$ cat src/rtl/vcal_pkg.sv
package vcal_pkg;

    typedef enum logic [1:0] {
        ST_ANNOUNCE,
        ST_IDLE,
        ST_EVAL
    } cal_state_e;

    // Centre of band idx when [lo,hi] is cut into n equal integer bands.
    function automatic int seed_code(input int idx, input int n, input int lo, input int hi);
        int band;
        band = (hi - lo) / n;
        return lo + idx * band + band / 2;
    endfunction

endpackage

$ cat src/rtl/vcal_seq.sv
module vcal_seq #(
    parameter int WIN_W = 4
) (
    input  logic             clk,
    input  logic             rst_n,
    input  logic             cal_en,
    input  logic [WIN_W-1:0] win_len,
    output logic             announce,
    output logic             acc_clr,
    output logic             acc_en,
    output logic             apply
);
    import vcal_pkg::*;

    cal_state_e       state, nxt;
    logic [WIN_W-1:0] cnt;

    always_ff @(posedge clk or negedge rst_n) begin
        if (!rst_n) state <= ST_ANNOUNCE;
        else        state <= nxt;
    end

    always_comb begin
        nxt      = state;
        announce = 1'b0;
        acc_clr  = 1'b0;
        acc_en   = 1'b0;
        apply    = 1'b0;
        unique case (state)
            ST_ANNOUNCE: begin
                announce = 1'b1;
                nxt      = ST_IDLE;
            end
            ST_IDLE: begin
                acc_clr = 1'b1;
                if (cal_en) nxt = ST_EVAL;
            end
            ST_EVAL: begin
                if (!cal_en) begin
                    acc_clr = 1'b1;
                    nxt     = ST_IDLE;
                end else if (cnt == win_len) begin
                    apply = 1'b1;
                end else begin
                    acc_en = 1'b1;
                end
            end
            default: nxt = ST_IDLE;
        endcase
    end

    always_ff @(posedge clk or negedge rst_n) begin
        if (!rst_n)                                         cnt <= '0;
        else if (state == ST_EVAL && cal_en && cnt != win_len) cnt <= cnt + 1'b1;
        else                                                cnt <= '0;
    end

    // no step is ever taken while calibration is disabled
    a_r7_no_step_disabled: assert property (@(posedge clk) disable iff (!rst_n)
        !cal_en |-> !apply);

    // the announce cycle happens once and is followed by idle behaviour
    a_r2_announce_once: assert property (@(posedge clk) disable iff (!rst_n)
        announce |=> !announce);

endmodule

$ cat src/rtl/vcal_part.sv
module vcal_part #(
    parameter int UNITS   = 64,
    parameter int CODE_W  = 11,
    parameter int SEED    = 956,
    parameter int LO_CODE = 950,
    parameter int HI_CODE = 1000
) (
    input  logic              clk,
    input  logic              rst_n,
    input  logic [UNITS-1:0]  flags,
    input  logic              announce,
    input  logic              acc_clr,
    input  logic              acc_en,
    input  logic              apply,
    output logic [CODE_W-1:0] code,
    output logic              chg
);
    localparam logic [CODE_W-1:0] SEED_C = CODE_W'(SEED);
    localparam logic [CODE_W-1:0] LO_C   = CODE_W'(LO_CODE);
    localparam logic [CODE_W-1:0] HI_C   = CODE_W'(HI_CODE);

    logic any_now;
    logic acc;
    logic saw_err;

    assign any_now = |flags;
    assign saw_err = acc | any_now;

    always_ff @(posedge clk or negedge rst_n) begin
        if (!rst_n) begin
            acc  <= 1'b0;
            code <= SEED_C;
            chg  <= 1'b0;
        end else begin
            chg <= announce;
            if (acc_clr) begin
                acc <= 1'b0;
            end else if (apply) begin
                acc <= 1'b0;
                if (saw_err) begin
                    if (code < HI_C) begin
                        code <= code + 1'b1;
                        chg  <= 1'b1;
                    end
                end else if (code > LO_C) begin
                    code <= code - 1'b1;
                    chg  <= 1'b1;
                end
            end else if (acc_en) begin
                acc <= saw_err;
            end
        end
    end

    // code stays inside the operating span
    a_r6_in_span: assert property (@(posedge clk) disable iff (!rst_n)
        (code >= LO_C) && (code <= HI_C));

    // a window end moves the code by one step at most
    a_r3_single_step: assert property (@(posedge clk) disable iff (!rst_n)
        apply |=> (code == $past(code) + 1'b1) || (code == $past(code) - 1'b1) || (code == $past(code)));

    // without a window end the code cannot move
    a_r7_hold: assert property (@(posedge clk) disable iff (!rst_n)
        !apply |=> $stable(code));

    // every change of code comes with its strobe
    a_r8_chg_on_change: assert property (@(posedge clk) disable iff (!rst_n)
        !$stable(code) |-> chg);

endmodule

$ cat src/rtl/vcal_ctrl.sv
module vcal_ctrl #(
    parameter int NUM_PART   = 4,
    parameter int UNITS      = 64,
    parameter int CODE_W     = 11,
    parameter int WIN_W      = 4,
    parameter int V_CRASH_MV = 950,
    parameter int V_MIN_MV   = 1000,
    parameter int STEP_MV    = 1
) (
    input  logic                         clk,
    input  logic                         rst_n,
    input  logic                         cal_en,
    input  logic [WIN_W-1:0]             win_len,
    input  logic [NUM_PART*UNITS-1:0]    fail_flags,
    output logic [NUM_PART*CODE_W-1:0]   vcode,
    output logic [NUM_PART-1:0]          vcode_chg
);
    localparam int CRASH_CODE = V_CRASH_MV / STEP_MV;
    localparam int MIN_CODE   = V_MIN_MV / STEP_MV;

    logic announce, acc_clr, acc_en, apply;

    vcal_seq #(.WIN_W(WIN_W)) u_seq (
        .clk      (clk),
        .rst_n    (rst_n),
        .cal_en   (cal_en),
        .win_len  (win_len),
        .announce (announce),
        .acc_clr  (acc_clr),
        .acc_en   (acc_en),
        .apply    (apply)
    );

    for (genvar g = 0; g < NUM_PART; g++) begin : g_part
        vcal_part #(
            .UNITS   (UNITS),
            .CODE_W  (CODE_W),
            .SEED    (vcal_pkg::seed_code(g, NUM_PART, CRASH_CODE, MIN_CODE)),
            .LO_CODE (CRASH_CODE),
            .HI_CODE (MIN_CODE)
        ) u_part (
            .clk      (clk),
            .rst_n    (rst_n),
            .flags    (fail_flags[g*UNITS +: UNITS]),
            .announce (announce),
            .acc_clr  (acc_clr),
            .acc_en   (acc_en),
            .apply    (apply),
            .code     (vcode[g*CODE_W +: CODE_W]),
            .chg      (vcode_chg[g])
        );
    end

endmodule

$ cat config.mk
export PLATFORM = sky130hd
export DESIGN_NAME = vcal_ctrl
export DESIGN_NICKNAME = d
export VERILOG_FILES = /design/src/rtl/vcal_pkg.sv /design/src/rtl/vcal_seq.sv /design/src/rtl/vcal_part.sv /design/src/rtl/vcal_ctrl.sv
export SDC_FILE = /design/constraint.sdc
export NUM_CORES = 1
export LEC_CHECK = 0
export ABC_AREA = 0
export CAP_MARGIN = 20
export CORE_ASPECT_RATIO = 0.9
export CORE_MARGIN = 10
export CORE_UTILIZATION = 35
export DETAILED_ROUTE_END_ITERATION = 10
export GPL_ROUTABILITY_DRIVEN = 0
export MAX_ROUTING_LAYER = met4
export PLACE_DENSITY = 0.77
export REMOVE_ABC_BUFFERS = 1
export SYNTH_ARGS = -nofsm -noshare
export SYNTH_HDL_FRONTEND = slang
export SYNTH_HIERARCHICAL = 1
export SYNTH_SLANG_ARGS = --single-unit
$ cat constraint.sdc
create_clock -name clk -period 4.13 [get_ports clk]
set_input_delay 0.826 -clock clk [delete_from_list [all_inputs] [get_ports clk]]
set_output_delay 0.826 -clock clk [all_outputs]
set_load 0.02 [all_outputs]
==> metrics.md <==
| Metric | Value |
|---|---|
| Outcome | finished clean |
| Via/cell ratio | ~5.1 |
| First-pass GRT wire length | 32500 um |
| Ports | 311 |
| Fin nets | 1199 |
| Drt pass-1 iters | 4 |
| Gr ovfl total | 0 |
| PortBufs | 310 |
| RSZ-0062 raised after global routing | false |
| PD cells | 286 nW/um2 |
| Startpoint Class | input pin |
| CP required | around 4300 ps |
| Root buf cell | clkbuf_16 |
| Setup Fix Bufs, Post-CTS | 0 |
| Final core occ | 64.2% |
| DP Cell Count | 1074 |
| Most common cell after layout, fill and taps aside | clkdlybuf4s50_1 |
| DRT Wirelength | 21200 um |
| Share of cells above drive strength 1 | 15.5% |
| Final setup viols | 0 |
| Die area | 19700 um2 |
| Fin worst setup slack | 129 ps |
| Clock latency at the later pin of the worst-skew pair | about 330 ps |
| Final Max Tran Viols | 0 |
| Dpl ws | -414 ps |
| Syn. warnings | 6 |
| Seq/Total Area, Yosys | 29.2% |
| Mean Syn Cell Area | 9.63 um2 |
| Area growth syn-to-layout | 78.7% |
| Static leakage | 0.00393 uW |
| Asr flop ratio synth | 100% |
| Worst Max-Slew Pin Slew | ~900 ps |
| WL/cell | 19.4 um |
| Row count | 41 |
| Chip height | between 100 and 150 um |
| Synth Instances | 526 |
| H-tree levels | 3 |
| Slew HR | approximately two fifths |
| DRC | 0 |
| Number of DRC markers in iteration 0 | roughly 190 |
| Placed cell area | ~8700 um2 |
| Finished Cell Area | 9060 um2 |
| EDFF count, synth | 0 |
| CTS sink cnt | 58 |
| Post-DP HPWL | 17900 um |
| CTS tree | built |
| Final Cycle Share | roughly 97% |
| Final Skew | roughly 5.8 ps |
| Yosys cell types | 47 |
| Initial core utilization | 35.9% |
| Routed vias | 5558 |
| Largest net degree at the start of global routing | 38 |
| Fin. Hold Viols | 0 |
| Hold WC Path Type | flip-flop to flip-flop |
| Top_reg_cell synth | dfrtp_1 |
| Peak VDD IR | between 0.4 and 0.5 mV |
| CP max FO | 5 |
| Max-cap viol count | 0 |
| Post-route insts no fill | roughly 1100 |
| Clock slew seen by the registers of the worst setup and hold paths | about 50 ps |
| Most frequent cells in the layout | clkdlybuf4s50_1 (309), nor4_1 (63), buf_4 (49) |
| Worst Setup End Kind | flip-flop |
| Antenna violations before repair | 0 |
| Die width | 147 um |
| Diode count | 0 |
| Kind of critical path | input pin to flip-flop |
| Core Area | 14100 um2 |
| Total CTS buffers | 9 |
| Highest Clock Rate | 0.250 GHz |
| Vias in the first global route | 5858 |
| Antenna Nets Post-Route | 0 |
| Seq cells post-synth | 58 |
| Total Power | around 2600 uW |
| Data arrival time of the worst path | roughly 4200 ps |
| Tmin final | 4000 ps |
| Cell Area, Synth | 5070 um2 |
| GRT Total Usage | 21.1% |
| Maximum root-to-sink buffer count | 2 |
-- critical path, cell delays in order --
cell	delay (ps)
clkdlybuf4s50_1	480
nor4_2	480
nand4_1	170
nor4_2	350
nand3_2	120
inv_1	160
buf_4	160
ha_1	230
a21oi_1	220
nand2_1	100
nand2_1	80
o21ba_1	170
o311a_1	300
or3_1	340
-- layout make-up --
class	count	area [um2]
tap	193	241
sequential	58	1480
timing repair buffer	359	3470
clock inverter	5	77.6
inverter	14	52.6
clock buffer	11	243
multi-input combinational	450	3500
fill	1191	5050
-- worst paths after layout --
kind	endpoint	cells past startpoint	slack, ps	start
min in group asynchronous	g_part[3].u_part/code[10]	1	640	rst_n
hold reg to reg	u_seq/cnt[0]	1	520	u_seq/cnt[0]
max in group asynchronous	g_part[1].u_part/code[6]	2	2600	rst_n
setup reg to reg	g_part[0].u_part/code[10]	13	970	g_part[0].u_part/acc
hold / removal	u_seq/cnt[0]	1	520	u_seq/cnt[0]
setup / recovery	g_part[0].u_part/code[10]	14	130	fail_flags[2]
-- through the flow --
| stage | hold WS [ps] | TNS, ps |
|---|---|---|
| after floorplan | 483 | 0 |
| after global placement | 512 | -1050 |
| after detailed placement | 529 | -1410 |
| after CTS | 536 | 0 |
| after global routing | 573 | 0 |
| final | 525 | 0 |
-- per-layer routing --
metal / share of wire, % / global-route usage, % / vias up
met4: 1.1 / 3.78 / 0
li1: - / - / 2763
met5: 0 / - / -
met3: 4.3 / 3.77 / 15
met1: 42 / 24.3 / 2616
met2: 53 / 38.0 / 164
-- flip-flops by register name, indices dropped and copies added, names as in the netlist --
signal and count:
g_part.u_part/code 44, g_part.u_part/acc 4, g_part.u_part/chg 4, u_seq/cnt 4, u_seq/state 2
-- cells in the mapped netlist (5+ instances only) --
cell,n,share of area [%]
nand2_1,26,1.9
dfrtp_1,35,17
nand3_1,5,0.49
nor4_1,64,7.9
mux2_4,28,8.3
a21oi_1,21,2.1
ha_1,40,9.9
o22a_1,5,0.86
nor2_1,33,2.4
nor2b_1,5,0.62
mux2_2,5,1.1
and3_1,5,0.62
dfstp_2,23,12
o21a_1,13,1.9
xnor2_1,29,5.0
nand2b_1,20,2.5
nor3_1,7,0.69
nand4_1,16,2.0
o21ai_0,24,2.4
xor2_1,9,1.6
or3_1,8,0.99
inv_1,14,1.0
-- power by group --
part	internal (uW)	total, uW	switching, uW
registers	671	761	90.0
logic	600	1020	419
clock network	542	808	266
total	1810	2590	775
-- timing repair --
item                       CTS  global route
hold buffers                 0             0
setup endpoints to repair    1             0
gates resized for setup      1             0
-- cells by family after synthesis --
logic type / share of synthesized area [%]
multiplexers: 11.3
AND/OR/NAND/NOR: 24.0
adder cells (fa/ha/maj): 11.5
XOR/XNOR: 6.57
buffers and inverters: 1.93
AO/OA/AOI/OAI: 15.6
flip-flops: 29.2
Power figures use the tool's default switching activity.
